`src/rtl/stq_pkg.sv`:
```
package stq_pkg;
  localparam int unsigned RETIRE_W   = 2;
  localparam int unsigned MAX_RETIRE = 2;
endpackage

```
`src/rtl/stq_ptr_ctrl.sv`:
```
module stq_ptr_ctrl
  import stq_pkg::*;
#(
  parameter int unsigned DEPTH = 8,
  localparam int unsigned PW = $clog2(DEPTH) + 1
) (
  input  logic                clk,
  input  logic                rst_n,
  input  logic                alloc_req,
  input  logic                flush,
  input  logic                drain_fire,
  input  logic [RETIRE_W-1:0] retire_cnt,
  output logic [PW-1:0]       head_q,
  output logic [PW-1:0]       grad_q,
  output logic [PW-1:0]       tail_q,
  output logic [PW-1:0]       occ,
  output logic                full,
  output logic                alloc_fire
);
  logic [PW-1:0] grad_nxt;

  assign grad_nxt   = grad_q + PW'(retire_cnt);
  assign occ        = tail_q - head_q;
  assign full       = (occ == PW'(DEPTH));
  assign alloc_fire = alloc_req && !full && !flush;

  always_ff @(posedge clk or negedge rst_n) begin
    if (!rst_n) begin
      head_q <= '0;
      grad_q <= '0;
      tail_q <= '0;
    end else begin
      if (drain_fire) head_q <= head_q + PW'(1);
      grad_q <= grad_nxt;
      if (flush)           tail_q <= grad_nxt;
      else if (alloc_fire) tail_q <= tail_q + PW'(1);
    end
  end
endmodule

```
`src/rtl/stq_entry_array.sv`:
```
module stq_entry_array #(
  parameter int unsigned DEPTH = 8,
  parameter int unsigned AW    = 32,
  parameter int unsigned DW    = 32,
  localparam int unsigned IW = $clog2(DEPTH)
) (
  input  logic                       clk,
  input  logic                       rst_n,
  input  logic                       alloc_fire,
  input  logic [IW-1:0]              alloc_idx,
  input  logic                       a_fill,
  input  logic [IW-1:0]              a_idx,
  input  logic [AW-1:0]              a_val,
  input  logic                       d_fill,
  input  logic [IW-1:0]              d_idx,
  input  logic [DW-1:0]              d_val,
  output logic [DEPTH-1:0][AW-1:0]   addr_arr,
  output logic [DEPTH-1:0][DW-1:0]   data_arr,
  output logic [DEPTH-1:0]           addr_ok,
  output logic [DEPTH-1:0]           data_ok
);
  for (genvar e = 0; e < DEPTH; e++) begin : g_ent
    logic          take_alloc, take_a, take_d;
    logic          a_ok_q, d_ok_q;
    logic [AW-1:0] a_q;
    logic [DW-1:0] d_q;

    assign take_alloc = alloc_fire && (alloc_idx == IW'(e));
    assign take_a     = a_fill && (a_idx == IW'(e));
    assign take_d     = d_fill && (d_idx == IW'(e));

    always_ff @(posedge clk or negedge rst_n) begin
      if (!rst_n) begin
        a_ok_q <= 1'b0;
        d_ok_q <= 1'b0;
      end else begin
        if (take_alloc)  a_ok_q <= 1'b0;
        else if (take_a) a_ok_q <= 1'b1;
        if (take_alloc)  d_ok_q <= 1'b0;
        else if (take_d) d_ok_q <= 1'b1;
      end
    end

    always_ff @(posedge clk) begin
      if (take_a) a_q <= a_val;
      if (take_d) d_q <= d_val;
    end

    assign addr_arr[e] = a_q;
    assign data_arr[e] = d_q;
    assign addr_ok[e]  = a_ok_q;
    assign data_ok[e]  = d_ok_q;
  end
endmodule

```
`src/rtl/stq_youngest_match.sv`:
```
module stq_youngest_match #(
  parameter int unsigned DEPTH = 8,
  parameter int unsigned AW    = 32,
  localparam int unsigned IW = $clog2(DEPTH),
  localparam int unsigned PW = IW + 1
) (
  input  logic [PW-1:0]             start_ptr,
  input  logic [PW-1:0]             span,
  input  logic [AW-1:0]             key,
  input  logic [DEPTH-1:0][AW-1:0]  addr_arr,
  input  logic [DEPTH-1:0]          addr_ok,
  output logic                      found,
  output logic [IW-1:0]             idx
);
  logic [PW-1:0] pos;

  always_comb begin
    found = 1'b0;
    idx   = '0;
    pos   = '0;
    for (int k = 0; k < DEPTH; k++) begin
      pos = start_ptr + span - PW'(1) - PW'(k);
      if (!found && (PW'(k) < span) && addr_ok[pos[IW-1:0]] &&
          (addr_arr[pos[IW-1:0]] == key)) begin
        found = 1'b1;
        idx   = pos[IW-1:0];
      end
    end
  end
endmodule

```
`src/rtl/spec_store_queue.sv`:
```
module spec_store_queue
  import stq_pkg::*;
#(
  parameter int unsigned DEPTH = 8,
  parameter int unsigned AW    = 32,
  parameter int unsigned DW    = 32,
  localparam int unsigned IW = $clog2(DEPTH),
  localparam int unsigned PW = IW + 1
) (
  input  logic                clk,
  input  logic                rst_n,
  input  logic                alloc_valid,
  output logic                alloc_ready,
  output logic [PW-1:0]       alloc_tag,
  input  logic                st_addr_valid,
  input  logic [IW-1:0]       st_addr_idx,
  input  logic [AW-1:0]       st_addr,
  input  logic                st_data_valid,
  input  logic [IW-1:0]       st_data_idx,
  input  logic [DW-1:0]       st_data,
  input  logic [RETIRE_W-1:0] retire_cnt,
  input  logic                flush,
  output logic                full,
  output logic                drain_valid,
  input  logic                drain_ready,
  output logic [AW-1:0]       drain_addr,
  output logic [DW-1:0]       drain_data,
  input  logic                ld_valid,
  input  logic [PW-1:0]       ld_tag,
  input  logic [AW-1:0]       ld_addr,
  output logic                fwd_hit,
  output logic                fwd_stall,
  output logic [DW-1:0]       fwd_data,
  input  logic                rp_valid,
  input  logic [AW-1:0]       rp_addr,
  output logic                rp_hit,
  output logic [DW-1:0]       rp_data
);
  logic [PW-1:0]             head_q, grad_q, tail_q, occ;
  logic                      alloc_fire, drain_fire;
  logic [DEPTH-1:0][AW-1:0]  addr_arr;
  logic [DEPTH-1:0][DW-1:0]  data_arr;
  logic [DEPTH-1:0]          addr_ok, data_ok;
  logic [PW-1:0]             ld_dist, ld_span, grad_span;
  logic                      ld_found, rp_found;
  logic [IW-1:0]             ld_idx, rp_idx, head_idx;

  stq_ptr_ctrl #(.DEPTH(DEPTH)) u_ptr (
    .clk        (clk),
    .rst_n      (rst_n),
    .alloc_req  (alloc_valid),
    .flush      (flush),
    .drain_fire (drain_fire),
    .retire_cnt (retire_cnt),
    .head_q     (head_q),
    .grad_q     (grad_q),
    .tail_q     (tail_q),
    .occ        (occ),
    .full       (full),
    .alloc_fire (alloc_fire)
  );

  stq_entry_array #(.DEPTH(DEPTH), .AW(AW), .DW(DW)) u_ent (
    .clk        (clk),
    .rst_n      (rst_n),
    .alloc_fire (alloc_fire),
    .alloc_idx  (tail_q[IW-1:0]),
    .a_fill     (st_addr_valid),
    .a_idx      (st_addr_idx),
    .a_val      (st_addr),
    .d_fill     (st_data_valid),
    .d_idx      (st_data_idx),
    .d_val      (st_data),
    .addr_arr   (addr_arr),
    .data_arr   (data_arr),
    .addr_ok    (addr_ok),
    .data_ok    (data_ok)
  );

  // Loads see entries from the head up to their own tag; a tag outside
  // the occupied window sees nothing.
  assign ld_dist   = ld_tag - head_q;
  assign ld_span   = (ld_dist > occ) ? '0 : ld_dist;
  assign grad_span = grad_q - head_q;

  stq_youngest_match #(.DEPTH(DEPTH), .AW(AW)) u_ld_srch (
    .start_ptr (head_q),
    .span      (ld_span),
    .key       (ld_addr),
    .addr_arr  (addr_arr),
    .addr_ok   (addr_ok),
    .found     (ld_found),
    .idx       (ld_idx)
  );

  stq_youngest_match #(.DEPTH(DEPTH), .AW(AW)) u_rp_srch (
    .start_ptr (head_q),
    .span      (grad_span),
    .key       (rp_addr),
    .addr_arr  (addr_arr),
    .addr_ok   (addr_ok),
    .found     (rp_found),
    .idx       (rp_idx)
  );

  assign fwd_hit   = ld_valid && ld_found && data_ok[ld_idx];
  assign fwd_stall = ld_valid && ld_found && !data_ok[ld_idx];
  assign fwd_data  = data_arr[ld_idx];

  assign rp_hit  = rp_valid && rp_found && data_ok[rp_idx];
  assign rp_data = data_arr[rp_idx];

  assign head_idx    = head_q[IW-1:0];
  assign drain_valid = (head_q != grad_q);
  assign drain_fire  = drain_valid && drain_ready;
  assign drain_addr  = addr_arr[head_idx];
  assign drain_data  = data_arr[head_idx];

  assign alloc_ready = !full;
  assign alloc_tag   = tail_q;
endmodule

```
`config.mk`:
```
export PLATFORM = sky130hd
export DESIGN_NAME = spec_store_queue
export DESIGN_NICKNAME = d
export VERILOG_FILES = /design/src/rtl/stq_pkg.sv /design/src/rtl/stq_ptr_ctrl.sv /design/src/rtl/stq_entry_array.sv /design/src/rtl/stq_youngest_match.sv /design/src/rtl/spec_store_queue.sv
export SDC_FILE = /design/constraint.sdc
export NUM_CORES = 2
export LEC_CHECK = 0
export ABC_AREA = 1
export BUFFER_PORTS_ARGS = -buffer_cell sky130_fd_sc_hd__buf_2
export CORE_MARGIN = 1.5
export CORE_UTILIZATION = 30
export DETAILED_ROUTE_END_ITERATION = 10
export PLACE_DENSITY = 0.42
export SYNTH_ARGS = -nofsm -noshare
export SYNTH_HDL_FRONTEND = slang
export SYNTH_SLANG_ARGS = --single-unit
```
`constraint.sdc`:
```
create_clock -name clk -period 9.5 [get_ports clk]
set_clock_uncertainty 0.15 [all_clocks]
set_input_delay 1.425 -clock clk [delete_from_list [all_inputs] [get_ports clk]]
set_output_delay 1.425 -clock clk [all_outputs]
set_load 0.005 [all_outputs]
```
==> tab_implementation.tex <==
\begin{tabular}{lr}
\hline
Metric & Value \\
\hline
\multicolumn{2}{l}{\textbf{Floorplanning}} \\
Die Span Y & approximately 440 µm \\
Core Rows & 160 \\
Core Region & around 190000 µm² \\
X dimension of the die & between 400 and 500 µm \\
Area of the die & 194800 µm² \\
I/O Pins & around 290 \\
Initial standard-cell utilization of the core & 0.3024 \\
\multicolumn{2}{l}{\textbf{Global route}} \\
Number of antenna violations at the first check in global routing & 34 \\
Maximum number of pins on one net before global-route repair & around 110 \\
Number of global-route vias before repair & approximately 64000 \\
Leftover overflow at the end of global routing & 0 \\
Overall routing resource usage & 0.3852 \\
Global-route wire length before repair & about 520000 µm \\
\multicolumn{2}{l}{\textbf{STA}} \\
Total Negative Setup Slacks & 0 ps \\
Max-slew violation total from the final report & 3 \\
Final hold violations & 0 \\
Final clock period utilization by the worst path & 0.9894 \\
Count of endpoints failing setup in the final report & 0 \\
Fmax & roughly 0.11 GHz \\
Worst Max-Slew Pin Slew & approximately 1500 ps \\
Setup repair after global routing missed its margin & yes \\
Headroom to the max-slew limit & -0.02791 \\
Min Clock Period, post-route & about 9400 ps \\
Worst setup slack after layout & between 100 and 150 ps \\
\multicolumn{2}{l}{\textbf{Outcome}} \\
Run status & finished with violations \\
Violated checks & max-capacitance violations, max-slew violations \\
\multicolumn{2}{l}{\textbf{Yosys}} \\
Synth unique cells & 63 \\
Sequential cell area fraction in the yosys report & 0.2789 \\
Total of flip-flops plus latches after synthesis & between 500 and 600 \\
Post-synthesis simple-gate area fraction & 0.4157 \\
Area of the mapped netlist & between 50000 and 60000 µm² \\
Synth Area in Adders & 0.008119 \\
Synth warnings & 0 \\
Synthesized area per cell & 5.990 µm² \\
Compound-gate portion of the synthesized area & 0.1743 \\
Post-Syn Instances & 9622 \\
Xor and xnor area share after synthesis & 0.01839 \\
Cell types occupying the most area after synthesis & edfxtp\_1, nand2\_1, nand3\_1 \\
Post-synthesis net count & 9806 \\
Area fraction of the dominant cell type after synthesis & 0.2667 \\
Predominant post-synthesis flop cell & edfxtp\_1 \\
Number of synthesized flops with an enable pin & about 510 \\
Fraction of synthesis flops using an asynchronous set or reset pin & 0.05185 \\
Yosys top cell by area & edfxtp\_1 \\
Multiplexer share of the synthesized area & 0.0001737 \\
Combinational family with the most area after synthesis & simple AND/OR/NAND/NOR gates \\
\multicolumn{2}{l}{\textbf{Place}} \\
Worst slack at placement & -604.2 ps \\
Number of buffers added on ports & 286 \\
Final GP Congestion & around 1.1 \\
Detailed Place HPWL & slightly above 300000 µm \\
\multicolumn{2}{l}{\textbf{Layout}} \\
Number of nets in the layout & 10330 \\
Area Growth Syn to Fin & 22.83\% \\
Most used cells in the layout excluding fill and tap cells & nand2\_1, nand3\_1, o21ai\_0 \\
Most common library cell in the layout ignoring fill and taps & nand2\_1 \\
End-of-flow core utilization & 0.3715 \\
Fraction of final layout cells sized beyond drive strength 1 & 0.1541 \\
\multicolumn{2}{l}{\textbf{Routing}} \\
DRC & 0 \\
Via count normalized by instance count & roughly 5.6 \\
Final WL & 391300 µm \\
Initial drt markers & between 8000 and 9000 \\
Final ANT Viol Nets & 0 \\
Average detailed-routed wire length per instance & between 30 and 40 µm \\
Count of TritonRoute iterations in the first routing pass & 6 \\
Via count of the routed design & $\sim$71000 \\
\multicolumn{2}{l}{\textbf{Critical path}} \\
Worst Setup Start Kind & input pin \\
Logic depth of the worst register-to-register path & 14 \\
Critical path fanouts, max & 13 \\
Crit. End Element & output pin \\
Required @ worst endpoint & about 7900 ps \\
Worst stage delay on the critical path & between 500 and 600 ps \\
Slowest cell on crit path & o211ai\_1 \\
Classification of the worst setup path & in -> out \\
Arrival @ worst endpoint & just under 8000 ps \\
Worst path most repeated cell & ha\_4 \\
\multicolumn{2}{l}{\textbf{CTS}} \\
CTS tree & yes \\
Clock tree buffer depth & 3 \\
Clock net sink count & 540 \\
Number of levels in the clock H-tree & 3 \\
Clk root buf & clkbuf\_16 \\
Number of buffers inserted during clock tree synthesis & 73 \\
Clk\_lat worst skew & between 700 and 800 ps \\
Clock-pin slew on the worst setup and hold paths & roughly 60 ps \\
\multicolumn{2}{l}{\textbf{Hold path}} \\
Number of cells on the worst hold path & 2 \\
Min-delay worst type & reg -> reg \\
\multicolumn{2}{l}{\textbf{Job}} \\
Number of max-cap violations & 1 \\
\hline
\end{tabular}
-- what timing repair did --
| action | 4_1_cts | 5_1_grt |
|---|---|---|
| hold endpoints to repair | 0 | 0 |
| endpoints found under the setup margin | 34 | 67 |
| hold buffers | 0 | 0 |
| pin swaps | 32 | 72 |
| buffers inserted | 25 | 31 |
| gates cloned | 8 | 9 |
| gates resized for setup | 109 | 252 |
-- state kept, by name (all words and copies together) (netlist names) --
signal,cells
u_ent.g_ent.d_ok_q,8
u_ptr.grad_q,4
u_ptr.tail_q,4
u_ent.g_ent.d_q,256
u_ptr.head_q,4
u_ent.g_ent.a_ok_q,8
u_ent.g_ent.a_q,256
-- metal layers --
| layer | vias to the layer above | routed length (µm) | global-route usage |
|---|---|---|---|
| met5 | - | 80 | 0 |
| met4 | 12 | 29680 | 0.2448 |
| met3 | 706 | 31090 | 0.06990 |
| met2 | 3507 | 173800 | 0.6077 |
| met1 | 34140 | 156600 | 0.4839 |
| li1 | 33100 | - | - |
-- cell usage after synthesis (all sizes together) (3+ instances only) --
library cell,number
clkinv,27
o21a,50
xnor2,11
inv,770
and3,5
a31oi,77
xor2,107
nor4,15
o2111ai,4
buf,369
nor2,407
nor3b,3
nand4,124
o221ai,3
ha,31
nor3,23
a21oi,223
edfxtp,512
o21ai,1126
fa,4
clkbuf,250
and2,8
dfrtp,28
nand3,1230
a221oi,32
o211ai,264
nand2,3763
nand3b,21
o22ai,9
or2,114
-- stage by stage --
step	cells	hold WS, ps	cell area (µm²)
detailed placement	12520	348.4	66120
global route	12720	378.1	70760
floorplan	9622	319.3	57640
global placement	12520	336.4	66120
finish	12740	357.4	70790
CTS	12680	363.5	69370
-- critical path: cells and delay by family --
family | cells | cell delay (ps)
compound gates | 6 | 1200
xor+xnor | 1 | 180
simple gates | 15 | 1590
fa+ha+maj | 5 | 1410
buf+inv | 15 | 1910
-- layout make-up --
cell class              instances  area [µm²]
fillers                     20940      119800
clock buffers                  87        1879
repair buffers               1069        9218
diodes                         16       40.04
well taps                    2511        3142
flip-flops and latches        540       16080
clock inverters                47       511.7
multi-input cells            7668       36860
inverters                     797        3062
-- cells by family after synthesis --
logic type      after synthesis
compound gates             1793
simple gates               5719
xor+xnor                    118
mux                           1
fa+ha+maj                    35
flops                       540
buf+inv                    1416
-- final timing paths --
kind                            slack, ps             startpoint                     to
min in group asynchronous             610                  rst_n        u_ptr.grad_q[3]
worst min-delay path                  360  u_ent.g_ent[3].a_ok_q  u_ent.g_ent[3].a_ok_q
worst max-delay path                  100              ld_tag[2]           fwd_data[18]
worst min register to register        360  u_ent.g_ent[3].a_ok_q  u_ent.g_ent[3].a_ok_q
worst max register to register       6370        u_ptr.tail_q[1]  u_ent.g_ent[2].a_ok_q
max in group asynchronous            8040                  rst_n        u_ptr.head_q[0]
Power is left out: the tool's default activity adds up to more than one toggle a clock period on the data nets, which glitch-free logic cannot reach.
